## src/rtl/lpc_sync_pkg.sv

```systemverilog
package lpc_sync_pkg;

    typedef enum logic [1:0] {
        KIND_MEM = 2'b00,
        KIND_IO  = 2'b01,
        KIND_DMA = 2'b10,
        KIND_RSV = 2'b11
    } cyc_kind_e;

    typedef enum logic [2:0] {
        CLS_READY,
        CLS_MORE,
        CLS_WAIT,
        CLS_ERR,
        CLS_FLOAT,
        CLS_BAD
    } sync_cls_e;

    typedef enum logic {
        ST_IDLE,
        ST_SYNC
    } mon_state_e;

    typedef struct packed {
        logic done;
        logic more;
        logic err;
        logic abort;
    } mon_evt_t;

    localparam int          NIB_W      = 4;
    localparam logic [3:0]  CODE_READY = 4'b0000;
    localparam logic [3:0]  CODE_SHORT = 4'b0101;
    localparam logic [3:0]  CODE_LONG  = 4'b0110;
    localparam logic [3:0]  CODE_MORE  = 4'b1001;
    localparam logic [3:0]  CODE_ERR   = 4'b1010;
    localparam logic [3:0]  CODE_FLOAT = 4'b1111;

endpackage

```

## src/rtl/lpc_sync_decode.sv

```systemverilog
module lpc_sync_decode
    import lpc_sync_pkg::*;
(
    input  logic [NIB_W-1:0] nib,
    input  logic             is_dma,
    output sync_cls_e        cls
);
    always_comb begin
        unique case (nib)
            CODE_READY: cls = CLS_READY;
            CODE_SHORT,
            CODE_LONG:  cls = CLS_WAIT;
            CODE_MORE:  cls = is_dma ? CLS_MORE : CLS_BAD;
            CODE_ERR:   cls = CLS_ERR;
            CODE_FLOAT: cls = CLS_FLOAT;
            default:    cls = CLS_BAD;
        endcase
    end
endmodule

```

## src/rtl/lpc_sync_float_cnt.sv

```systemverilog
module lpc_sync_float_cnt #(
    parameter int LIMIT = 4
) (
    input  logic clk,
    input  logic rst_n,
    input  logic clear,
    input  logic bump,
    output logic last
);
    localparam int CW = (LIMIT > 1) ? $clog2(LIMIT) : 1;

    logic [CW-1:0] cnt_q;

    assign last = (cnt_q == CW'(LIMIT - 1));

    always_ff @(posedge clk) begin
        if (!rst_n) begin
            cnt_q <= '0;
        end else if (clear) begin
            cnt_q <= '0;
        end else if (bump && !last) begin
            cnt_q <= cnt_q + 1'b1;
        end
    end
endmodule

```

## src/rtl/lpc_sync_monitor.sv

```systemverilog
module lpc_sync_monitor
    import lpc_sync_pkg::*;
#(
    parameter int FLOAT_LIMIT = 4
) (
    input  logic       clk,
    input  logic       rst_n,
    input  logic       sync_start,
    input  logic [1:0] cycle_kind,
    input  logic [3:0] lad_in,
    input  logic       wait_src_en,
    output logic       done,
    output logic       done_more,
    output logic       err,
    output logic       abort,
    output logic [3:0] lad_drive,
    output logic       lad_oe
);
    mon_state_e state_q, state_d;
    mon_evt_t   evt_q, evt_d;
    sync_cls_e  cls;
    logic       dma_q;
    logic       cnt_clr, cnt_bump, float_last;
    logic       in_sync;

    assign in_sync = (state_q == ST_SYNC);

    lpc_sync_decode dec_i (
        .nib    (lad_in),
        .is_dma (dma_q),
        .cls    (cls)
    );

    lpc_sync_float_cnt #(.LIMIT(FLOAT_LIMIT)) cnt_i (
        .clk   (clk),
        .rst_n (rst_n),
        .clear (cnt_clr),
        .bump  (cnt_bump),
        .last  (float_last)
    );

    // next state and next verdict
    always_comb begin
        state_d  = state_q;
        evt_d    = '0;
        cnt_clr  = 1'b0;
        cnt_bump = 1'b0;
        unique case (state_q)
            ST_IDLE: begin
                if (sync_start) begin
                    state_d = ST_SYNC;
                    cnt_clr = 1'b1;
                end
            end
            ST_SYNC: begin
                unique case (cls)
                    CLS_READY: begin
                        evt_d.done = 1'b1;
                        state_d    = ST_IDLE;
                    end
                    CLS_MORE: begin
                        evt_d.more = 1'b1;
                        state_d    = ST_IDLE;
                    end
                    CLS_ERR: begin
                        evt_d.err = 1'b1;
                        state_d   = ST_IDLE;
                    end
                    CLS_WAIT: begin
                        cnt_clr = 1'b1;
                    end
                    CLS_FLOAT: begin
                        if (float_last) begin
                            evt_d.abort = 1'b1;
                            state_d     = ST_IDLE;
                        end else begin
                            cnt_bump = 1'b1;
                        end
                    end
                    CLS_BAD: begin
                        evt_d.abort = 1'b1;
                        state_d     = ST_IDLE;
                    end
                    default: begin
                        evt_d.abort = 1'b1;
                        state_d     = ST_IDLE;
                    end
                endcase
            end
            default: state_d = ST_IDLE;
        endcase
    end

    // state register and cycle-kind latch
    always_ff @(posedge clk) begin
        if (!rst_n) begin
            state_q <= ST_IDLE;
            dma_q   <= 1'b0;
        end else begin
            state_q <= state_d;
            if (state_q == ST_IDLE && sync_start) begin
                dma_q <= (cycle_kind == KIND_DMA);
            end
        end
    end

    // registered verdict pulses
    always_ff @(posedge clk) begin
        if (!rst_n) begin
            evt_q <= '0;
        end else begin
            evt_q <= evt_d;
        end
    end

    assign done      = evt_q.done;
    assign done_more = evt_q.more;
    assign err       = evt_q.err;
    assign abort     = evt_q.abort;

    // wait-state source: long wait only
    assign lad_oe    = wait_src_en;
    assign lad_drive = wait_src_en ? CODE_LONG : 4'b0000;

endmodule

```

## config.mk

```make
export PLATFORM = sky130hd
export DESIGN_NAME = lpc_sync_monitor
export DESIGN_NICKNAME = d
export VERILOG_FILES = /design/src/rtl/lpc_sync_pkg.sv /design/src/rtl/lpc_sync_decode.sv /design/src/rtl/lpc_sync_float_cnt.sv /design/src/rtl/lpc_sync_monitor.sv
export SDC_FILE = /design/constraint.sdc
export NUM_CORES = 1
export LEC_CHECK = 0
export BUFFER_PORTS_ARGS = -buffer_cell sky130_fd_sc_hd__buf_4
export CAP_MARGIN = 20
export CORE_AREA = 5 5 42 44
export DETAILED_ROUTE_END_ITERATION = 10
export DIE_AREA = 0 0 47 49
export SLEW_MARGIN = 40
export SYNTH_ARGS = -nofsm -noshare
export SYNTH_HDL_FRONTEND = slang
export SYNTH_SLANG_ARGS = --single-unit
```

## constraint.sdc

```tcl
create_clock -name clk -period 2.4 [get_ports clk]
set_clock_uncertainty 0.05 [all_clocks]
set_input_delay 0.48 -clock clk [delete_from_list [all_inputs] [get_ports clk]]
set_output_delay 0.48 -clock clk [all_outputs]
set_load 0.05 [all_outputs]
```

==> metrics.csv, run 1 <==
stage,metric,value,unit
outcome,outcome,"finished, final reports clean",
grt,first-pass GRT wire length,1260,µm
yosys,Synth async-reset ratio,0,
setup_path,WS Path Type,reg2reg,
setup_path,cell family with most CP delay,simple AND/OR/NAND/NOR gates,
pwr,Comb power frac,0.168,
yosys,Syn Area/Cell,9.35,µm²
sta,TNS Setup,0,ns
clock_tree,Sink Count,8,
setup_path,CP cell instances,ha_1 > nand4b_4 > or3_1 > a21oi_2,
pwr,power per standard cell area,541,mW/mm²
pwr,clock share of power,0.351,
pwr,Peak VDD IR,0.226,mV
pwr,Int Power,0.212,mW
routing,# DRC,0,
routing,antenna-violating nets left,0,
die,cell row count,14,
grt,gr usage total,0.0797,
yosys,ys flop type,dfxtp_1,
routing,DR iter-0 viols,8,
setup_path,worst r2r src,cnt_i.cnt_q[0],
layout,nets@finish,70,
routing,Pre-antenna DRT Iters,3,
pwr,switch share,0.259,
routing,Detailed Route WL,767,µm
place,hpwl dp,613,µm
yosys,Post-Syn Area,458,µm²
layout,Register Area,160,µm²
clock_tree,Root Driver,clkbuf_4,
layout,Non-Filler Instances,73,
die,initial core utilization,0.327,
die,Core Area,0.00140,mm²
routing,vias,350,
pwr,total power,0.287,mW
layout,share of layout cells above drive strength 1,0.333,
clock_tree,worst-skew pair later-pin latency,0.25,ns
clock_tree,clk buf depth,2,
sta,final hold vios,0,
setup_path,Max stage delay on crit path,0.34,ns
pwr,Reg power frac,0.481,
clock_tree,clock tree from TritonCTS,done,
yosys,Post-synth EDFFs,0,
layout,# fillers,144,
yosys,Post-synth top cells,"8 x dfxtp_1, 7 x buf_4, 4 x nor3_1, 4 x o21ai_0",
die,Die Area,0.00230,mm²
hold_path,Hold Path Class,in2reg,
sta,RSZ-0062 raised after global routing,no,
grt,largest net degree at the start of global routing,10,
yosys,share of the synthesized area in the top cell type,0.350,
setup_path,CP max stage cell,or3_1,
sta,setup slack after layout,1.12,ns
yosys,Gate Count Post-Synth,49,
clock_tree,post-CTS setup buffers,0,
grt,initial antenna violation count,0,
pwr,sw power,0.0744,mW
setup_path,worst-path fanout max,6,
routing,Via density,4.79,
yosys,post-synthesis sequential area ratio,0.350,
sta,# setup viols final,0,
grt,vias in the first global route,314,
clock_tree,Resized cells post-CTS,0,
place,I/O Buffers,12,
setup_path,CP Data Required Time,2.54,ns
yosys,"flops & latches, synth",8,
place,Placer Congestion,0.627,
layout,Syn-to-layout area delta,15.8,%
die,Ports,19,
sta,max-slew violations,0,
layout,number of inserted diodes,0,
yosys,synth unique cells,24,
grt,total grt overflow,0,
die,Die Height,49,µm
setup_path,Setup crit end kind,register,
yosys,top post-synthesis cells by area,"dfxtp_1 35%, buf_4 11%, nand4b_4 5.2%",
clock_tree,TritonCTS buffer count,3,
yosys,Synth area leader,dfxtp_1,
sta,fmax,0.779,GHz
yosys,top-count cell post-synth,dfxtp_1,
clock_tree,total number of H-tree levels,1,
routing,detailed-route wire length per cell,10.5,µm
setup_path,crit path from,cnt_i.cnt_q[0],
yosys,YS warnings,0,
layout,multi-input combinational cell area,234,µm²
sta,Final period util,0.535,
die,width of the die,47,µm
run,maxcap violations,0,
setup_path,Crit path buffers/inverters,0,
sta,fin crit period,1.28,ns
place,placed cell count,70,
setup_path,CP arrival,1.43,ns
hold_path,hold_sp,rst_n,
pwr,leakage power,0.208,nW
clock_tree,CTS clock-pin slew for the worst setup and hold paths,0.05,ns
clock_tree,CTS Hold Buffers Added,0,
setup_path,Worst Setup Start Kind,register,
place,post-place setup slack,1.04,ns
flip-flops by register name, indices dropped and copies added (netlist names):
| register | count |
|---|---|
| cnt_i.cnt_q | 2 |
| done_more | 1 |
| in_sync | 1 |
| abort | 1 |
| err | 1 |
| dma_q | 1 |
| done | 1 |
final cells by class:
type | count | area share
multi-input cells | 33 | 0.441
repair buffers | 12 | 0.170
well taps | 16 | 0.0377
flip-flops and latches | 8 | 0.302
clock buffers | 3 | 0.0425
inverters | 1 | 0.00708
metrics by stage:
step / cell area (µm²) / hold slack, ns / util
after floorplan: 462 / 0.390 / -
after global placement: 508 / 0.426 / 0.363
after detailed placement: 508 / 0.430 / 0.363
after CTS: 531 / 0.413 / 0.379
after global routing: 531 / 0.418 / 0.379
final: 531 / 0.418 / 0.379
cells in the final DEF (no fill, tap or decap), drive strengths merged, types with 2 or more instances in the layout:
| cell type | instances |
|---|---|
| o21ai | 4 |
| dfxtp | 8 |
| nand3 | 2 |
| clkbuf | 3 |
| nor3 | 4 |
| nand3b | 2 |
| nand2 | 2 |
| nand2b | 2 |
| buf | 12 |
| or3 | 2 |
| conb | 2 |
| a21oi | 3 |
power groups by stage:
stage	clock network (mW)	logic (mW)	registers [mW]
3_3_place_gp	0	0.0480	0.141
5_1_grt	0.112	0.0527	0.138
4_1_cts	0.105	0.0484	0.138
2_1_floorplan	0	0.0488	0.144
3_5_place_dp	0	0.0482	0.141
6_report	0.101	0.0481	0.138
metal layers:
layer	vias to the layer above	GRT usage	wire length, µm
li1	183	-	-
met1	154	0.0752	289
met2	9	0.115	374
met3	4	0.0443	70
met4	0	0.0737	33
met5	-	0	0
worst reg2reg max path, delay by kind of cell (launching register included):
| kind | cells | cell delay (ns) |
|---|---|---|
| AO/OA/AOI/OAI | 1 | 0.14 |
| adder cells (fa/ha/maj) | 1 | 0.19 |
| flip-flops | 1 | 0.32 |
| AND/OR/NAND/NOR | 2 | 0.53 |
logic make-up after synthesis:
kind of cell             synth area share
AND/OR/NAND/NOR                     0.276
buffers and inverters               0.148
adder cells (fa/ha/maj)            0.0273
other                             0.00819
XOR/XNOR                           0.0191
AO/OA/AOI/OAI                       0.172
flip-flops                          0.350
path summary, 6_finish.rpt:
path | cells after the start | endpoint | slack (ns)
setup / recovery | 4 | cnt_i.cnt_q[0] | 1.12
hold / removal | 2 | in_sync | 0.42
setup reg to reg | 4 | cnt_i.cnt_q[0] | 1.12
hold reg to reg | 2 | cnt_i.cnt_q[1] | 0.44
(Power assumes the default switching activity.)
==> inputs of run 2 (changes only) <==
- clock period: 2.4 -> 1.2 ns (I/O delays scaled with it)
==> run 2 against run 1 <==
The flow now finishes with violations (negative setup slack). Flip-flop and latch count unchanged. Cell count up 4.1%. Final area up 7.3%. Largest cell class unchanged. Largest power group unchanged.
==> metrics.csv, run 2 (synthesis results as in run 1) <==
stage,metric,value,unit,change
sta,setup slack after layout,-0.0533,ns,-1.17 ns
grt,first-pass GRT wire length,1420,µm,+13%
setup_path,Worst Setup Start Kind,register,,
layout,Non-Filler Instances,76,,+4.1%
clock_tree,TritonCTS buffer count,3,,unchanged
layout,Syn-to-layout area delta,24.3,%,
run,maxcap violations,0,,unchanged
place,placed cell count,73,,+4.3%
routing,vias,366,,+4.6%
pwr,Comb power frac,0.184,,+0.016
clock_tree,CTS Hold Buffers Added,0,,unchanged
layout,number of inserted diodes,0,,unchanged
layout,"most common cell after layout, fill and taps aside",buf_4,,
setup_path,worst-path fanout max,5,,-1
die,width of the die,47,µm,unchanged
routing,DR iter-0 viols,3,,-5
layout,# fillers,156,,+8.3%
sta,fmax,0.798,GHz,+2.5%
die,Die Area,0.00230,mm²,unchanged
pwr,Int Power,0.430,mW,+100%
clock_tree,Sink Count,8,,unchanged
layout,share of layout cells above drive strength 1,0.433,,+0.100
place,I/O Buffers,12,,unchanged
outcome,failing checks,negative setup slack,,
clock_tree,post-CTS setup buffers,0,,unchanged
die,Ports,19,,unchanged
pwr,leakage power,0.223,nW,+7.5%
routing,Detailed Route WL,826,µm,+7.7%
pwr,sw power,0.149,mW,+100%
clock_tree,Root Driver,clkbuf_4,,
sta,fin crit period,1.25,ns,-0.0311 ns
sta,final hold vios,0,,unchanged
hold_path,Hold Path Class,in2reg,,
die,cell row count,14,,unchanged
setup_path,CP Data Required Time,1.33,ns,-1.21 ns
sta,Final period util,1.04,,+0.509
routing,# DRC,0,,unchanged
place,Placement Cell Area,531,µm²,+4.4%
layout,"commonest non-fill, non-tap cells in the layout","14 x buf_4, 7 x dfxtp_1, 4 x nor3_1",,
layout,fin area,569,µm²,+7.3%
routing,detailed-route wire length per cell,10.9,µm,+3.4%
grt,total grt overflow,0,,unchanged
layout,Largest register FFs,2,,unchanged
clock_tree,clock tree from TritonCTS,done,,
clock_tree,worst-skew pair later-pin latency,0.25,ns,about the same
setup_path,WS Path Type,reg2reg,,
sta,# setup viols final,2,,+2
die,initial core utilization,0.327,,unchanged
clock_tree,clk buf depth,2,,unchanged
grt,vias in the first global route,335,,+6.7%
sta,max-slew violations,0,,unchanged
place,hpwl dp,671,µm,+9.5%
die,Die Height,49,µm,unchanged
sta,RSZ-0062 raised after global routing,yes,,
layout,nets@finish,73,,+4.3%
setup_path,CP arrival,1.39,ns,-0.04 ns
die,Core Area,0.00140,mm²,unchanged
pwr,Peak VDD IR,0.549,mV,+140%
pwr,power per standard cell area,1020,mW/mm²,+88%
routing,antenna-violating nets left,0,,unchanged
clock_tree,CTS clock-pin slew for the worst setup and hold paths,0.05,ns,about the same
pwr,Reg power frac,0.474,,-0.007
pwr,switch share,0.257,,-0.00259
sta,Min Hold Slack,0.191,ns,-0.228 ns
grt,largest net degree at the start of global routing,10,,unchanged
grt,initial antenna violation count,0,,unchanged
sta,TNS Setup,-0.0893,ns,-0.0893 ns
place,Placer Congestion,0.714,,+14%
outcome,outcome,"finished, violations left",,
pwr,clock share of power,0.342,,-0.009
setup_path,Setup crit end kind,register,,
clock_tree,total number of H-tree levels,1,,unchanged
layout,Reg with most FFs,cnt_i.cnt_q,,
grt,gr usage total,0.0909,,+0.0112
layout,Final Util,0.406,,+0.0277
routing,Pre-antenna DRT Iters,3,,unchanged
routing,Via density,4.82,,+0.44%
[run 2: worst max-delay path: stages (launching register included)]
cell	delay, ns
dfxtp_2	0.32
ha_2	0.16
nand4b_4	0.19
or3_4	0.35
a21oi_2	0.12
[run 2: layout make-up]
cell class                      instances  area (µm²)  share of cell area
Timing Repair Buffer                   15         116               0.204
Multi-Input combinational cell         33         245               0.431
Tap cell                               16        20.0              0.0352
Clock buffer                            3        22.5              0.0396
Sequential cell                         8         161               0.284
Inverter                                1        3.75             0.00659
[run 2: path summary, 6_finish.rpt]
path                            slack (ns)  depth (start not counted)      startpoint              to
worst max-delay path                 -0.05                          4  cnt_i.cnt_q[0]  cnt_i.cnt_q[0]
worst min-delay path                  0.19                          2       lad_in[0]            done
worst max register to register       -0.05                          4  cnt_i.cnt_q[0]  cnt_i.cnt_q[0]
worst min register to register        0.42                          2           dma_q       done_more
[run 2: per-layer routing]
| metal | GRT usage | vias up | part of all wire |
|---|---|---|---|
| li1 | - | 194 | - |
| met1 | 0.0925 | 164 | 0.40 |
| met2 | 0.127 | 6 | 0.50 |
| met3 | 0.0664 | 2 | 0.075 |
| met4 | 0.0599 | 0 | 0.015 |
| met5 | 0 | - | 0 |
[run 2: power by group through the flow]
stage / logic (mW) / clock network [mW] / registers (mW)
global route: 0.117 / 0.229 / 0.275
global placement: 0.102 / 0 / 0.280
floorplan: 0.0976 / 0 / 0.287
CTS: 0.105 / 0.216 / 0.274
finish: 0.107 / 0.198 / 0.274
detailed placement: 0.105 / 0 / 0.280
[run 2: timing repair]
item | 4_1_cts | 5_1_grt
pin swaps | 0 | 1
gates resized for setup | 0 | 6
setup endpoints to repair | 3 | 4
[run 2: through the flow]
stage	power (mW)	worst slack (ns)
global route	0.621	-0.0997
global placement	0.382	-0.0215
detailed placement	0.384	-0.0459
floorplan	0.385	-0.0134
finish	0.579	-0.0533
CTS	0.595	-0.0647
==> inputs of run 3 (changes only) <==
- SLEW_MARGIN: 40 -> not set
- clock period: 1.2 -> 1.6 ns (I/O delays scaled with it)
==> run 3 against run 2 <==
The run now ends clean. Fmax shrank 1.9%. Wire length fell by 6.9%. First-iteration DRC count rose by 67%. Power fell by 26%. Global-route usage down 1.1 points. Critical path depth unchanged. Register-to-register slack gained 0.38 ns. Core utilization shrank 2.8 points. Sequential share of layout area rose by 1.8 points. Via count fell by 1.6%. Non-clock buffer count decreased by 3. Largest cell class unchanged. Highest routed layer unchanged.
==> metrics.csv, run 3 (synthesis results as in run 1) <==
stage,metric,value,unit,change
sta,setup slack after layout,0.322,ns,+0.376 ns
pwr,Comb power frac,0.169,,-0.015
clock_tree,CTS Hold Buffers Added,0,,unchanged
die,Die Height,49,µm,unchanged
clock_tree,Sink Count,8,,unchanged
setup_path,CP arrival,1.42,ns,+0.03 ns
layout,Register Area,160,µm²,-0.78%
setup_path,worst-path fanout max,6,,+1
clock_tree,CTS clock-pin slew for the worst setup and hold paths,0.05,ns,about the same
grt,gr usage total,0.0797,,-0.0112
routing,DR iter-0 viols,5,,+2
place,post-place setup slack,0.333,ns,+0.378 ns
setup_path,CP Data Required Time,1.74,ns,+0.41 ns
clock_tree,clock tree from TritonCTS,done,,
place,Placer Congestion,0.689,,-3.4%
clock_tree,clk buf depth,2,,unchanged
pwr,clock share of power,0.349,,+0.007
setup_path,Setup crit end kind,register,,
sta,Min Hold Slack,0.270,ns,+0.0791 ns
setup_path,Crit path buffers/inverters,0,,unchanged
outcome,outcome,"finished, final reports clean",,
die,Ports,19,,unchanged
routing,Via density,4.93,,+2.4%
clock_tree,total number of H-tree levels,1,,unchanged
grt,initial antenna violation count,0,,unchanged
layout,Reg with most FFs,cnt_i.cnt_q,,
clock_tree,TritonCTS buffer count,3,,unchanged
grt,total grt overflow,0,,unchanged
routing,Pre-antenna DRT Iters,4,,+1
setup_path,cell family with most CP delay,simple AND/OR/NAND/NOR gates,,
sta,RSZ-0062 raised after global routing,no,,
setup_path,WS Path Type,reg2reg,,
setup_path,Max stage delay on crit path,0.34,ns,about the same
sta,# setup viols final,0,,-2
sta,max-slew violations,0,,unchanged
run,maxcap violations,0,,unchanged
layout,number of inserted diodes,0,,unchanged
routing,detailed-route wire length per cell,10.5,µm,-3.1%
grt,vias in the first global route,321,,-4.2%
layout,fin area,531,µm²,-6.8%
die,cell row count,14,,unchanged
die,Core Area,0.00140,mm²,unchanged
sta,TNS Setup,0,ns,+0.0893 ns
sta,fmax,0.783,GHz,-1.9%
die,Die Area,0.00230,mm²,unchanged
setup_path,CP cell instances,ha_1 > nand4b_4 > or3_1 > a21oi_2,,
layout,"most common cell after layout, fill and taps aside",buf_4,,
routing,vias,360,,-1.6%
clock_tree,Root Driver,clkbuf_4,,
grt,largest net degree at the start of global routing,10,,unchanged
pwr,Int Power,0.318,mW,-26%
layout,Largest register FFs,2,,unchanged
clock_tree,Resized cells post-CTS,0,,unchanged
routing,Detailed Route WL,769,µm,-6.9%
layout,nets@finish,70,,-4.1%
place,Placement Cell Area,508,µm²,-4.2%
place,hpwl dp,625,µm,-7.0%
sta,Final period util,0.798,,-0.246
hold_path,Hold Path Class,in2reg,,
place,I/O Buffers,12,,unchanged
layout,Syn-to-layout area delta,15.8,%,
pwr,Reg power frac,0.481,,+0.007
setup_path,CP max stage cell,or3_1,,
pwr,power per standard cell area,810,mW/mm²,-20%
sta,fin crit period,1.28,ns,+0.0242 ns
clock_tree,post-CTS setup buffers,0,,unchanged
pwr,sw power,0.111,mW,-25%
routing,# DRC,0,,unchanged
layout,share of layout cells above drive strength 1,0.333,,-0.100
die,width of the die,47,µm,unchanged
grt,first-pass GRT wire length,1340,µm,-5.8%
setup_path,Worst Setup Start Kind,register,,
routing,antenna-violating nets left,0,,unchanged
pwr,Peak VDD IR,0.420,mV,-23%
layout,multi-input combinational cell area,234,µm²,-4.6%
layout,# fillers,157,,+0.64%
die,initial core utilization,0.327,,unchanged
clock_tree,worst-skew pair later-pin latency,0.25,ns,about the same
pwr,switch share,0.259,,+0.00175
sta,final hold vios,0,,unchanged
pwr,leakage power,0.208,nW,-7.0%
layout,"commonest non-fill, non-tap cells in the layout","12 x buf_4, 8 x dfxtp_1, 4 x nor3_1, 4 x o21ai_0, 3 x clkbuf_4",,
## run 3: per-stage QoR
stage,total power [mW],util,instances
after floorplan,0.289,-,50
after global placement,0.283,0.363,70
after detailed placement,0.283,0.363,70
after CTS,0.434,0.379,73
after global routing,0.453,0.379,73
final,0.429,0.379,73
## run 3: final cells by class
class / count / area share
Clock buffer: 3 / 0.0425
Inverter: 1 / 0.00708
Multi-Input combinational cell: 33 / 0.441
Sequential cell: 8 / 0.302
Tap cell: 16 / 0.0377
Timing Repair Buffer: 12 / 0.170
## run 3: routing by layer
| layer | track usage | part of all wire |
|---|---|---|
| met3 | 0.0443 | 0.086 |
| met2 | 0.120 | 0.50 |
| met1 | 0.0905 | 0.40 |
| met4 | 0.0323 | 0.0078 |
| met5 | 0 | 0 |
## run 3: path summary, 6_finish.rpt
check / from / to / slack [ns] / cells after the start
worst min-delay path: rst_n / in_sync / 0.27 / 2
worst min register to register: dma_q / done_more / 0.43 / 2
worst max register to register: cnt_i.cnt_q[0] / cnt_i.cnt_q[0] / 0.32 / 4
worst max-delay path: cnt_i.cnt_q[0] / cnt_i.cnt_q[0] / 0.32 / 4
## run 3: power by group through the flow
stage / Clock [mW] / Sequential [mW] / Combinational [mW]
CTS: 0.155 / 0.207 / 0.0729
finish: 0.150 / 0.207 / 0.0726
global placement: 0 / 0.211 / 0.0722
global route: 0.166 / 0.207 / 0.0800
detailed placement: 0 / 0.211 / 0.0725
floorplan: 0 / 0.215 / 0.0732
